$ cat src/rtl/nbr_port_pkg.sv
package nbr_port_pkg;

    typedef enum logic [1:0] {
        ST_IDLE = 2'd0,
        ST_MOVE = 2'd1,
        ST_RDBK = 2'd2
    } nbr_state_e;

    localparam logic [2:0] SEL_OUTD = 3'd0;
    localparam logic [2:0] SEL_PORT = 3'd1;
    localparam logic [2:0] SEL_CMD  = 3'd2;
    localparam logic [2:0] SEL_STGA = 3'd3;

    localparam logic [1:0] CMD_BLOCK = 2'b01;
    localparam logic [1:0] CMD_RDBK  = 2'b10;

    localparam int CFGW = 8;
    localparam int IDXW = 2;

endpackage

$ cat src/rtl/nbr_port_fsm.sv
module nbr_port_fsm
    import nbr_port_pkg::*;
(
    input  logic            clk,
    input  logic            rst_n,
    input  logic            accept,
    input  logic [2:0]      wr_sel,
    input  logic [CFGW-1:0] wr_cmd,
    input  logic [CFGW-1:0] cfg_q,
    output logic [IDXW-1:0] idx_q,
    output logic            done_set,
    output logic            mv_act,
    output logic            rb_act,
    output logic            busy
);

    nbr_state_e      state_q, state_d;
    logic [IDXW-1:0] idx_d;
    logic            cmd_go, blk_go, rb_go, last;

    assign cmd_go = accept && (wr_sel == SEL_CMD);
    assign blk_go = cmd_go && (wr_cmd[7:6] == CMD_BLOCK) && (wr_cmd[2:1] != 2'b00);
    assign rb_go  = cmd_go && (wr_cmd[7:6] == CMD_RDBK) && wr_cmd[5] && (wr_cmd[4:3] != 2'b00);
    assign last   = (idx_q == (cfg_q[2:1] - 2'd1));

    always_comb begin
        state_d  = state_q;
        idx_d    = idx_q;
        done_set = 1'b0;
        unique case (state_q)
            ST_IDLE: begin
                if (blk_go) begin
                    state_d = ST_MOVE;
                    idx_d   = '0;
                end else if (rb_go) begin
                    state_d = ST_RDBK;
                end
            end
            ST_MOVE: begin
                idx_d = idx_q + 2'd1;
                if (last) begin
                    state_d  = ST_IDLE;
                    done_set = 1'b1;
                end
            end
            ST_RDBK: state_d = ST_IDLE;
            default: state_d = ST_IDLE;
        endcase
    end

    always_ff @(posedge clk) begin
        if (!rst_n) begin
            state_q <= ST_IDLE;
            idx_q   <= '0;
        end else begin
            state_q <= state_d;
            idx_q   <= idx_d;
        end
    end

    always_comb begin
        mv_act = (state_q == ST_MOVE);
        rb_act = (state_q == ST_RDBK);
        busy   = (state_q != ST_IDLE);
    end

    AST_MOVE_ENDS_DONE: assert property (@(posedge clk) disable iff (!rst_n)
        (mv_act && last) |=> cfg_q[0]);
    AST_RDBK_SINGLE: assert property (@(posedge clk) disable iff (!rst_n)
        rb_act |=> !rb_act);
    AST_MOVE_IN_RANGE: assert property (@(posedge clk) disable iff (!rst_n)
        mv_act |-> (idx_q < cfg_q[2:1]));

endmodule

$ cat src/rtl/nbr_port_regs.sv
module nbr_port_regs
    import nbr_port_pkg::*;
#(
    parameter int DW   = 8,
    parameter int NDIR = 4,
    parameter int NSTG = 3
) (
    input  logic                     clk,
    input  logic                     rst_n,
    input  logic                     accept,
    input  logic [2:0]               wr_sel,
    input  logic [DW-1:0]            wr_data,
    input  logic                     done_set,
    input  logic                     mv_act,
    input  logic [IDXW-1:0]          idx_q,
    input  logic [NDIR*DW-1:0]       link_in,
    output logic [DW-1:0]            out_q,
    output logic [DW-1:0]            in_q,
    output logic [CFGW-1:0]          cfg_q,
    output logic                     mode_cmd_q,
    output logic [NSTG-1:0][DW-1:0]  stg_q
);

    logic [NDIR-1:0] in_sel;
    logic [DW-1:0]   in_pick;
    logic            in_ok;
    logic [DW-1:0]   blk_pick;

    assign in_sel = cfg_q[NDIR-1:0];
    assign in_ok  = (in_sel != '0) && ((in_sel & (in_sel - 1'b1)) == '0);

    always_comb begin
        in_pick  = '0;
        blk_pick = '0;
        for (int d = 0; d < NDIR; d++) begin
            if (in_sel[d])
                in_pick = in_pick | link_in[d*DW +: DW];
            if (int'(cfg_q[4:3]) == d)
                blk_pick = link_in[d*DW +: DW];
        end
    end

    always_ff @(posedge clk) begin
        if (!rst_n) begin
            out_q      <= '0;
            in_q       <= '0;
            cfg_q      <= '0;
            mode_cmd_q <= 1'b0;
        end else begin
            if (accept && wr_sel == SEL_OUTD)
                out_q <= wr_data;
            if (accept && wr_sel == SEL_PORT) begin
                cfg_q      <= wr_data[CFGW-1:0];
                mode_cmd_q <= 1'b0;
            end else if (accept && wr_sel == SEL_CMD) begin
                cfg_q      <= {wr_data[CFGW-1:1], 1'b0};
                mode_cmd_q <= 1'b1;
            end else if (done_set) begin
                cfg_q[0] <= 1'b1;
            end
            if (!mode_cmd_q && in_ok)
                in_q <= in_pick;
        end
    end

    for (genvar k = 0; k < NSTG; k++) begin : g_stage
        always_ff @(posedge clk) begin
            if (!rst_n) begin
                stg_q[k] <= '0;
            end else if (accept && wr_sel == (SEL_STGA + 3'(k))) begin
                stg_q[k] <= wr_data;
            end else if (mv_act && cfg_q[5] && int'(idx_q) == k) begin
                stg_q[k] <= blk_pick;
            end
        end
    end

    AST_IN_HOLD_BAD_SEL: assert property (@(posedge clk) disable iff (!rst_n)
        (!mode_cmd_q && $countones(cfg_q[NDIR-1:0]) != 1) |=> $stable(in_q));
    AST_IN_HOLD_CMD: assert property (@(posedge clk) disable iff (!rst_n)
        mode_cmd_q |=> $stable(in_q));

endmodule

$ cat src/rtl/nbr_port_links.sv
module nbr_port_links
    import nbr_port_pkg::*;
#(
    parameter int DW   = 8,
    parameter int NDIR = 4,
    parameter int NSTG = 3
) (
    input  logic                     clk,
    input  logic                     rst_n,
    input  logic                     mode_cmd_q,
    input  logic [CFGW-1:0]          cfg_q,
    input  logic [DW-1:0]            out_q,
    input  logic [NSTG-1:0][DW-1:0]  stg_q,
    input  logic [IDXW-1:0]          idx_q,
    input  logic                     mv_act,
    output logic [NDIR*DW-1:0]       link_out,
    output logic [NDIR-1:0]          link_oe
);

    logic [DW-1:0] blk_byte;

    always_comb begin
        blk_byte = '0;
        for (int k = 0; k < NSTG; k++)
            if (int'(idx_q) == k)
                blk_byte = stg_q[k];
    end

    for (genvar d = 0; d < NDIR; d++) begin : g_dir
        logic blk_drive;
        assign blk_drive = mv_act && !cfg_q[5] && (int'(cfg_q[4:3]) == d);
        assign link_oe[d] = mode_cmd_q ? blk_drive : cfg_q[4+d];
        assign link_out[d*DW +: DW] = !link_oe[d] ? '0 :
                                      (mode_cmd_q ? blk_byte : out_q);
    end

    AST_CMD_ONE_LINK: assert property (@(posedge clk) disable iff (!rst_n)
        mode_cmd_q |-> $onehot0(link_oe));
    AST_CMD_IDLE_QUIET: assert property (@(posedge clk) disable iff (!rst_n)
        (mode_cmd_q && !mv_act) |-> (link_oe == '0));

endmodule

$ cat src/rtl/nbr_port_top.sv
module nbr_port_top
    import nbr_port_pkg::*;
#(
    parameter int DW   = 8,
    parameter int NDIR = 4,
    parameter int NSTG = 3
) (
    input  logic               clk,
    input  logic               rst_n,
    input  logic               wr_en,
    input  logic [2:0]         wr_sel,
    input  logic [DW-1:0]      wr_data,
    input  logic [NDIR*DW-1:0] link_in,
    output logic [NDIR*DW-1:0] link_out,
    output logic [NDIR-1:0]    link_oe,
    output logic [DW-1:0]      in_data,
    output logic [CFGW-1:0]    cfg_data,
    output logic [DW-1:0]      acc_data,
    output logic               acc_valid,
    output logic               busy
);

    logic                    accept, done_set, mv_act, rb_act, mode_cmd_q;
    logic [IDXW-1:0]         idx_q;
    logic [DW-1:0]           out_q;
    logic [CFGW-1:0]         cfg_q;
    logic [NSTG-1:0][DW-1:0] stg_q;

    assign accept = wr_en && !busy;

    nbr_port_fsm u_fsm (
        .clk      (clk),
        .rst_n    (rst_n),
        .accept   (accept),
        .wr_sel   (wr_sel),
        .wr_cmd   (wr_data[CFGW-1:0]),
        .cfg_q    (cfg_q),
        .idx_q    (idx_q),
        .done_set (done_set),
        .mv_act   (mv_act),
        .rb_act   (rb_act),
        .busy     (busy)
    );

    nbr_port_regs #(.DW(DW), .NDIR(NDIR), .NSTG(NSTG)) u_regs (
        .clk        (clk),
        .rst_n      (rst_n),
        .accept     (accept),
        .wr_sel     (wr_sel),
        .wr_data    (wr_data),
        .done_set   (done_set),
        .mv_act     (mv_act),
        .idx_q      (idx_q),
        .link_in    (link_in),
        .out_q      (out_q),
        .in_q       (in_data),
        .cfg_q      (cfg_q),
        .mode_cmd_q (mode_cmd_q),
        .stg_q      (stg_q)
    );

    nbr_port_links #(.DW(DW), .NDIR(NDIR), .NSTG(NSTG)) u_links (
        .clk        (clk),
        .rst_n      (rst_n),
        .mode_cmd_q (mode_cmd_q),
        .cfg_q      (cfg_q),
        .out_q      (out_q),
        .stg_q      (stg_q),
        .idx_q      (idx_q),
        .mv_act     (mv_act),
        .link_out   (link_out),
        .link_oe    (link_oe)
    );

    assign cfg_data  = cfg_q;
    assign acc_valid = rb_act;

    always_comb begin
        acc_data = '0;
        for (int k = 0; k < NSTG; k++)
            if (rb_act && int'(cfg_q[4:3]) == k + 1)
                acc_data = stg_q[k];
    end

    AST_BUSY_IGNORES_OUTD: assert property (@(posedge clk) disable iff (!rst_n)
        (busy && wr_en) |=> $stable(out_q));
    AST_BUSY_KEEPS_CMD: assert property (@(posedge clk) disable iff (!rst_n)
        (busy && !mv_act) |=> $stable(cfg_q));

endmodule

$ cat config.mk
export PLATFORM = sky130hd
export DESIGN_NAME = nbr_port_top
export DESIGN_NICKNAME = d
export VERILOG_FILES = /design/src/rtl/nbr_port_pkg.sv /design/src/rtl/nbr_port_fsm.sv /design/src/rtl/nbr_port_regs.sv /design/src/rtl/nbr_port_links.sv /design/src/rtl/nbr_port_top.sv
export SDC_FILE = /design/constraint.sdc
export NUM_CORES = 1
export LEC_CHECK = 0
export ABC_AREA = 1
export BUFFER_PORTS_ARGS = -buffer_cell sky130_fd_sc_hd__buf_2
export CORE_ASPECT_RATIO = 0.8
export CORE_UTILIZATION = 53
export CTS_CLUSTER_SIZE = 8
export DETAILED_ROUTE_END_ITERATION = 12
export GPL_TIMING_DRIVEN = 0
export PLACE_DENSITY = 0.81
export SETUP_SLACK_MARGIN = 0.3
export SLEW_MARGIN = 30
export SYNTH_ARGS = -nofsm -noshare
export SYNTH_HDL_FRONTEND = slang
export SYNTH_HIERARCHICAL = 1
export SYNTH_SLANG_ARGS = --single-unit
$ cat constraint.sdc
create_clock -name clk -period 1.81 [get_ports clk]
set_clock_uncertainty 0.1 [all_clocks]
set_input_delay 0.362 -clock clk [delete_from_list [all_inputs] [get_ports clk]]
set_output_delay 0.362 -clock clk [all_outputs]
set_load 0.01 [all_outputs]
# Yosys cells after proc, flatten, opt, wreduce, memory -nomap -nowiden

Index checks and enable logic that the tools add are counted.

Register bits: 53
Bits of input ports: 46
Output and inout port bits: 62
Word-level logic and storage cells: 124

Add/subtract/negate cells: 3
Equal/unequal tests: 18
Muxes and demuxes: 41
Bitwise gates (word level): 5
Reductions and logical operators: 47

Operators with widths:

| kind                | number |
|---|---|
| $mux 8              | 26 |
| $logic_and 1x1->1   | 26 |
| $or 8x8->8          | 3 |
| $reduce_bool 2->1   | 8 |
| $eq 2x2->1 const B  | 6 |
| $mux 1              | 8 |
| $mux 2              | 4 |
| $pmux 2 s2          | 2 |
| $mux 7              | 1 |
| $eq 2x1->1 const B  | 3 |
| $eq 3x2->1 const B  | 2 |
| $eq 3x3->1 const B  | 2 |
| $logic_not 2->1     | 3 |
| $and 4x4->4         | 1 |
| $logic_not 4->1     | 1 |
| $reduce_and 2->1    | 2 |
| $reduce_bool 4->1   | 1 |
| $sub 4x1->4 const B | 1 |
| $eq 3x1->1 const B  | 1 |
| $logic_not 1->1     | 3 |
| $logic_not 3->1     | 1 |
| $ne 3x1->1 const B  | 1 |
| $reduce_bool 3->1   | 1 |
| $add 2x1->2 const B | 1 |
| 6 further kinds     | 6 |

# Logic depth before layout (Yosys ltp)

Word-level depth: 10
Gate-level depth with buffers: 11
Mapped depth without buffers: 11

# Hierarchy

Netlist, hierarchy kept.

Modules (own cells, without submodules):

| module         | instances | cells each | area each (um2) | seq. area each (um2) |
|---|---|---|---|---|
| nbr_port_regs  | 1         | 427        | 2737.6          | 980.9 |
| nbr_port_links | 1         | 122        | 619.3           | 0.0 |
| nbr_port_fsm   | 1         | 51         | 289.0           | 80.1 |
| nbr_port_top   | 1         | 46         | 282.8           | 0.0 |

# Worst setup path after synthesis

OpenSTA, ideal clock, no wires.

Kind: register -> register
Start point: reg u_fsm.state_q[1]
End point: reg u_regs.cfg_q[6]
Setup time: 0.070 ns
Arrival time: 1.533 ns
Required time: 1.640 ns
Setup slack: 0.107 ns
Cell stages (with the launch flop): 12
Path buffers: 2
Clock period less this slack: 1.703 ns
Path through: dfxtp_1 -> nor2_2 -> inv_1 -> nor2_1 -> inv_1 -> nor2_4 -> buf_6 -> nand2_4 -> nand2_4 -> buf_6 -> o21ai_1 -> a21oi_1

Longest elaborated chain between the ends: 5
Elaborated cells between the ends (all ways): 7

Ends and longest elaborated chain:

| element                                     | RTL line                                 | RTL |
|---|---|---|
| start: declaration                          | nbr_port_fsm.sv:17                       | `nbr_state_e state_q, state_d;` |
| start signal: assignment                    | nbr_port_fsm.sv:56                       | `state_q <= state_d;` |
| $reduce_bool 2->1 (*)                       | nbr_port_fsm.sv:64                       | `busy = (state_q != ST_IDLE);` |
| named net busy                              | nbr_port_top.sv:20                       | `output logic busy` |
| $logic_not 1->1 (*)                         | nbr_port_top.sv:29                       | `assign accept = wr_en && !busy;` |
| $logic_and 1x1->1 (*)                       | nbr_port_top.sv:29                       |  |
| named net accept                            | nbr_port_top.sv:23                       | `logic accept, done_set, mv_act, rb_act, mode_cmd_q;` |
| $logic_and 1x1->1, on equally long branches | nbr_port_regs.sv:52, nbr_port_regs.sv:55 |  |
| $mux 8 or $reduce_bool 2->1 (tied branches) | n/a                                      |  |
| end signal: assignment                      | nbr_port_regs.sv:53                      | `cfg_q <= wr_data[CFGW-1:0];` |
| end signal: assignment                      | nbr_port_regs.sv:56                      | `cfg_q <= {wr_data[CFGW-1:1], 1'b0};` |
| end: declaration                            | nbr_port_regs.sv:19                      | `output logic [CFGW-1:0] cfg_q,` |

Mark *: on every way through the listed nets, which the timed path passes. The rest lies on a longest branch.
A chain may end at the register's enable or synchronous reset.

# Final worst setup path

Start point: reg u_fsm.state_q[1]
End point: out link_out[8]

Longest elaborated chain between the ends: 5

Ends and longest elaborated chain:

| element                         | RTL line             | RTL |
|---|---|---|
| $eq 2x1->1                      | nbr_port_fsm.sv:62   | `mv_act = (state_q == ST_MOVE);` |
| named net mv_act                | nbr_port_top.sv:23   |  |
| $logic_and 1x1->1 (2 in series) | nbr_port_links.sv:31 | `assign blk_drive = mv_act && !cfg_q[5] && (int'(cfg_q[4:3]) == d);` |
| $mux 1                          | nbr_port_links.sv:32 | `assign link_oe[d] = mode_cmd_q ? blk_drive : cfg_q[4+d];` |
| $mux 8                          | nbr_port_links.sv:33 | `assign link_out[d*DW +: DW] = !link_oe[d] ? '0 :` |
| end: declaration                | nbr_port_top.sv:14   | `output logic [NDIR*DW-1:0] link_out,` |

The timed path passes the listed nets, and every way through them passes these cells.

==> metrics.txt <==
status finished, violations left; violated checks DRC, setup timing; Power Density 505.6 mW/mm^2; register-to-register path setup slack -0.12 ns; Std-Cell Rows 27; maxcap violations 0; DR iter-0 viols ~500; CTS tree built; antenna diode count 0; Syn Std Cell Area slightly below 0.004 mm^2; post-route worst hold slack approximately 0.25 ns; total nets after synthesis just under 700; register clock-pin slew on the reported worst setup and hold paths 0.11 ns; gate family responsible for the most delay along the worst path simple AND/OR/NAND/NOR gates; placeable core area ~0.007 mm^2; number of enable flip-flop cells after synthesis 0; first-pass GRT wire length roughly 23 mm; pins over their slew limit 0; most used cells in the layout excluding fill and tap cells sky130_fd_sc_hd__nand2_1 (149), sky130_fd_sc_hd__buf_2 (92), sky130_fd_sc_hd__nand3_1 (66); number of H-tree branching levels 2; final-layout fill cell count slightly above 400; antenna violation net count after detailed routing 0; first-pass detailed-route iteration total 9; Max VDD drop between 0.3 and 0.4 mV; grt ovf 0; Avg Synthesized Cell Area between 6 and 7 um^2; Most common cell on crit path sky130_fd_sc_hd__inv_2; part of the Yosys area used for sequential elements a little over a quarter; routed wire length between 15 and 20 mm; num ports 108; crit path launch type flop; Peak Freq between 400 and 500 MHz; Final Util 83.74%; TritonCTS sink count 53; number of warnings issued by yosys 6; Post-synth top flop sky130_fd_sc_hd__dfxtp_1; required time of the worst setup path between 1 and 1.5 ns; last weighted congestion value of the routability-driven placer 0.9553; Clock Latency Late Sink 0.32 ns; DRC violations left 11; Crit Path Category reg -> out; number of buffers inserted by port buffering about 110; CTS hold repair buffers 0; pre-CTS setup slack -0.07182 ns; largest net degree at the start of global routing 20; routed via count around 5.4k; Die Height about 79 um; largest buffer count on any clock path 2; mean number of vias per cell 6.079; sequential cell area in the final layout approximately 0.0011 mm^2; critical path cell sequence inv_2, nand2_2, inv_2, inv_2, nor2_4, nand4_1, nand2_2, inv_4, nor2_2, buf_2; sum of buffers and inverters on the critical path 5; most common cell after layout, fill and taps aside sky130_fd_sc_hd__nand2_1; initial antenna violation count 0; fin crit period approximately 2.2 ns; HPWL Detailed 10.23 mm; All-Layer GR Usage ~38%; total die area a little under 0.008 mm^2; Slowest cell on crit path sky130_fd_sc_hd__dfxtp_2; area occupied by multi-input gates just under 0.003 mm^2; Worst Path Max Fanout 8; Die W 98.26 um; RSZ-0062 raised after global routing true; cells after synthesis approximately 650; CTS root buf sky130_fd_sc_hd__clkbuf_8; worst hold-check path type in -> reg; Worst Setup Slack, final -0.3796 ns; average detailed-routed wire length per instance around 19 um; Setup-failing EPs final 50; synth-to-layout area growth 49.78%; Initial Util 55.91%; total placed cells including tap cells 840; Arrival @ worst endpoint ~1.7 ns; delay of the slowest cell on the worst path about 0.34 ns; distinct cell type count of the synthesized netlist 33; endpoints failing hold 0; period utilization 121.0%; Nets 840; Static Leak 2.677 nW; number of buffers inserted during clock tree synthesis 5; via count of the first global-routing pass between 4k and 5k; post-synthesis sequential element count 53; Max-slew headroom around 57%; Crit. End Element output pin; Worst Tran Pin Value 0.6386 ns; layout cell share with drive strength beyond 1 42.39%; async set-or-reset flop fraction in the synthesized netlist 0%; number of cells in the finished layout apart from fillers between 800 and 900
==> through the flow <==
stage	setup TNS, ns	area, um^2	power, W
2_1_floorplan	0	4038	0.001735
3_3_place_gp	-0.09901	4682	0.001974
3_5_place_dp	-0.5284	4682	0.001991
4_1_cts	-6.160	5369	0.002823
5_1_grt	-13.71	5884	0.003101
6_report	-10.56	5884	0.002975
==> where the power goes <==
group	switching, W	leakage, nW	internal [W]
Clock	0.000463	0.0506	0.000291
Sequential	0.0000540	0.435	0.00122
Combinational	0.000595	2.19	0.000352
==> Yosys cell counts, types with 2 or more instances <==
library cell / n / share of area [%]
sky130_fd_sc_hd__a21oi_1: 36 / 4.6
sky130_fd_sc_hd__buf_2: 6 / 0.76
sky130_fd_sc_hd__buf_4: 6 / 1.1
sky130_fd_sc_hd__buf_6: 13 / 3.7
sky130_fd_sc_hd__clkbuf_1: 3 / 0.29
sky130_fd_sc_hd__dfxtp_1: 53 / 27
sky130_fd_sc_hd__inv_1: 71 / 6.8
sky130_fd_sc_hd__inv_2: 7 / 0.67
sky130_fd_sc_hd__inv_4: 4 / 0.64
sky130_fd_sc_hd__nand2_1: 180 / 17
sky130_fd_sc_hd__nand2_2: 11 / 1.8
sky130_fd_sc_hd__nand2_4: 4 / 1.1
sky130_fd_sc_hd__nand3_1: 77 / 9.8
sky130_fd_sc_hd__nand3_2: 2 / 0.51
sky130_fd_sc_hd__nand4_1: 49 / 7.8
sky130_fd_sc_hd__nor2_1: 73 / 7.0
sky130_fd_sc_hd__nor2_2: 8 / 1.3
sky130_fd_sc_hd__nor2_4: 2 / 0.57
sky130_fd_sc_hd__o21ai_0: 14 / 1.8
sky130_fd_sc_hd__o21ai_1: 3 / 0.38
sky130_fd_sc_hd__o21ai_2: 7 / 1.6
sky130_fd_sc_hd__or2_1: 6 / 0.96
==> what timing repair did <==
item                                    in CTS  in global routing
buffers inserted                            13                 10
pin swaps                                   75                 80
resized for setup                          102                 94
gates cloned                                 5                  6
endpoints found under the setup margin      99                 99
hold endpoints to repair                     0                  0
==> worst paths after layout <==
path | start | end | depth (start not counted)
worst min register to register | u_regs/out_q[2] | u_regs/out_q[2] | 2
worst max register to register | u_fsm/state_q[1] | u_regs/cfg_q[6] | 12
worst max-delay path | u_fsm/state_q[1] | link_out[8] | 10
worst min-delay path | wr_data[0] | u_regs/cfg_q[0] | 3
==> registers in the layout, indices dropped and copies added, names as in the netlist <==
register,cells
u_fsm/idx_q,2
u_regs/mode_cmd_q,1
u_fsm/state_q,2
u_regs/in_q,8
u_regs/cfg_q,8
u_regs/out_q,8
u_regs/stg_q,24
==> logic make-up (layout without fill, tap and decap cells) <==
group	Yosys count	after routing	share of synthesized area, %
AND/OR/NAND/NOR	417	420	49.65
flip-flops	53	53	27.01
AO/OA/AOI/OAI	63	63	8.885
buffers and inverters	113	259	14.46
==> worst register-to-register path, delay by kind of cell, from the launching register on <==
family,cells,cell delay [ns]
buf+inv,5,0.56
flops,1,0.34
simple gates,5,0.57
compound gates,2,0.27
==> final cells by class <==
cell class | count | share of cell area [%]
Buffer | 28 | 4.763
Timing Repair Buffer | 137 | 17.35
Multi-Input combinational cell | 483 | 49.29
Tap cell | 87 | 1.850
Clock inverter | 3 | 0.4890
Inverter | 85 | 6.549
Timing Repair inverter | 1 | 0.1914
Sequential cell | 53 | 18.35
Clock buffer | 5 | 1.169
==> layer usage <==
layer  part of all wire, %  routed length (um)  vias up  GRT usage [%]
met4                   6.0                 988        0          18.21
met5                     0                   0        -              0
met1                    37                6127     2394          47.47
met2                    45                7373      467          62.18
met3                    12                1992      105          8.539
li1                      -                   -     2396              -
Note: power is estimated with default switching activity, not from simulation.
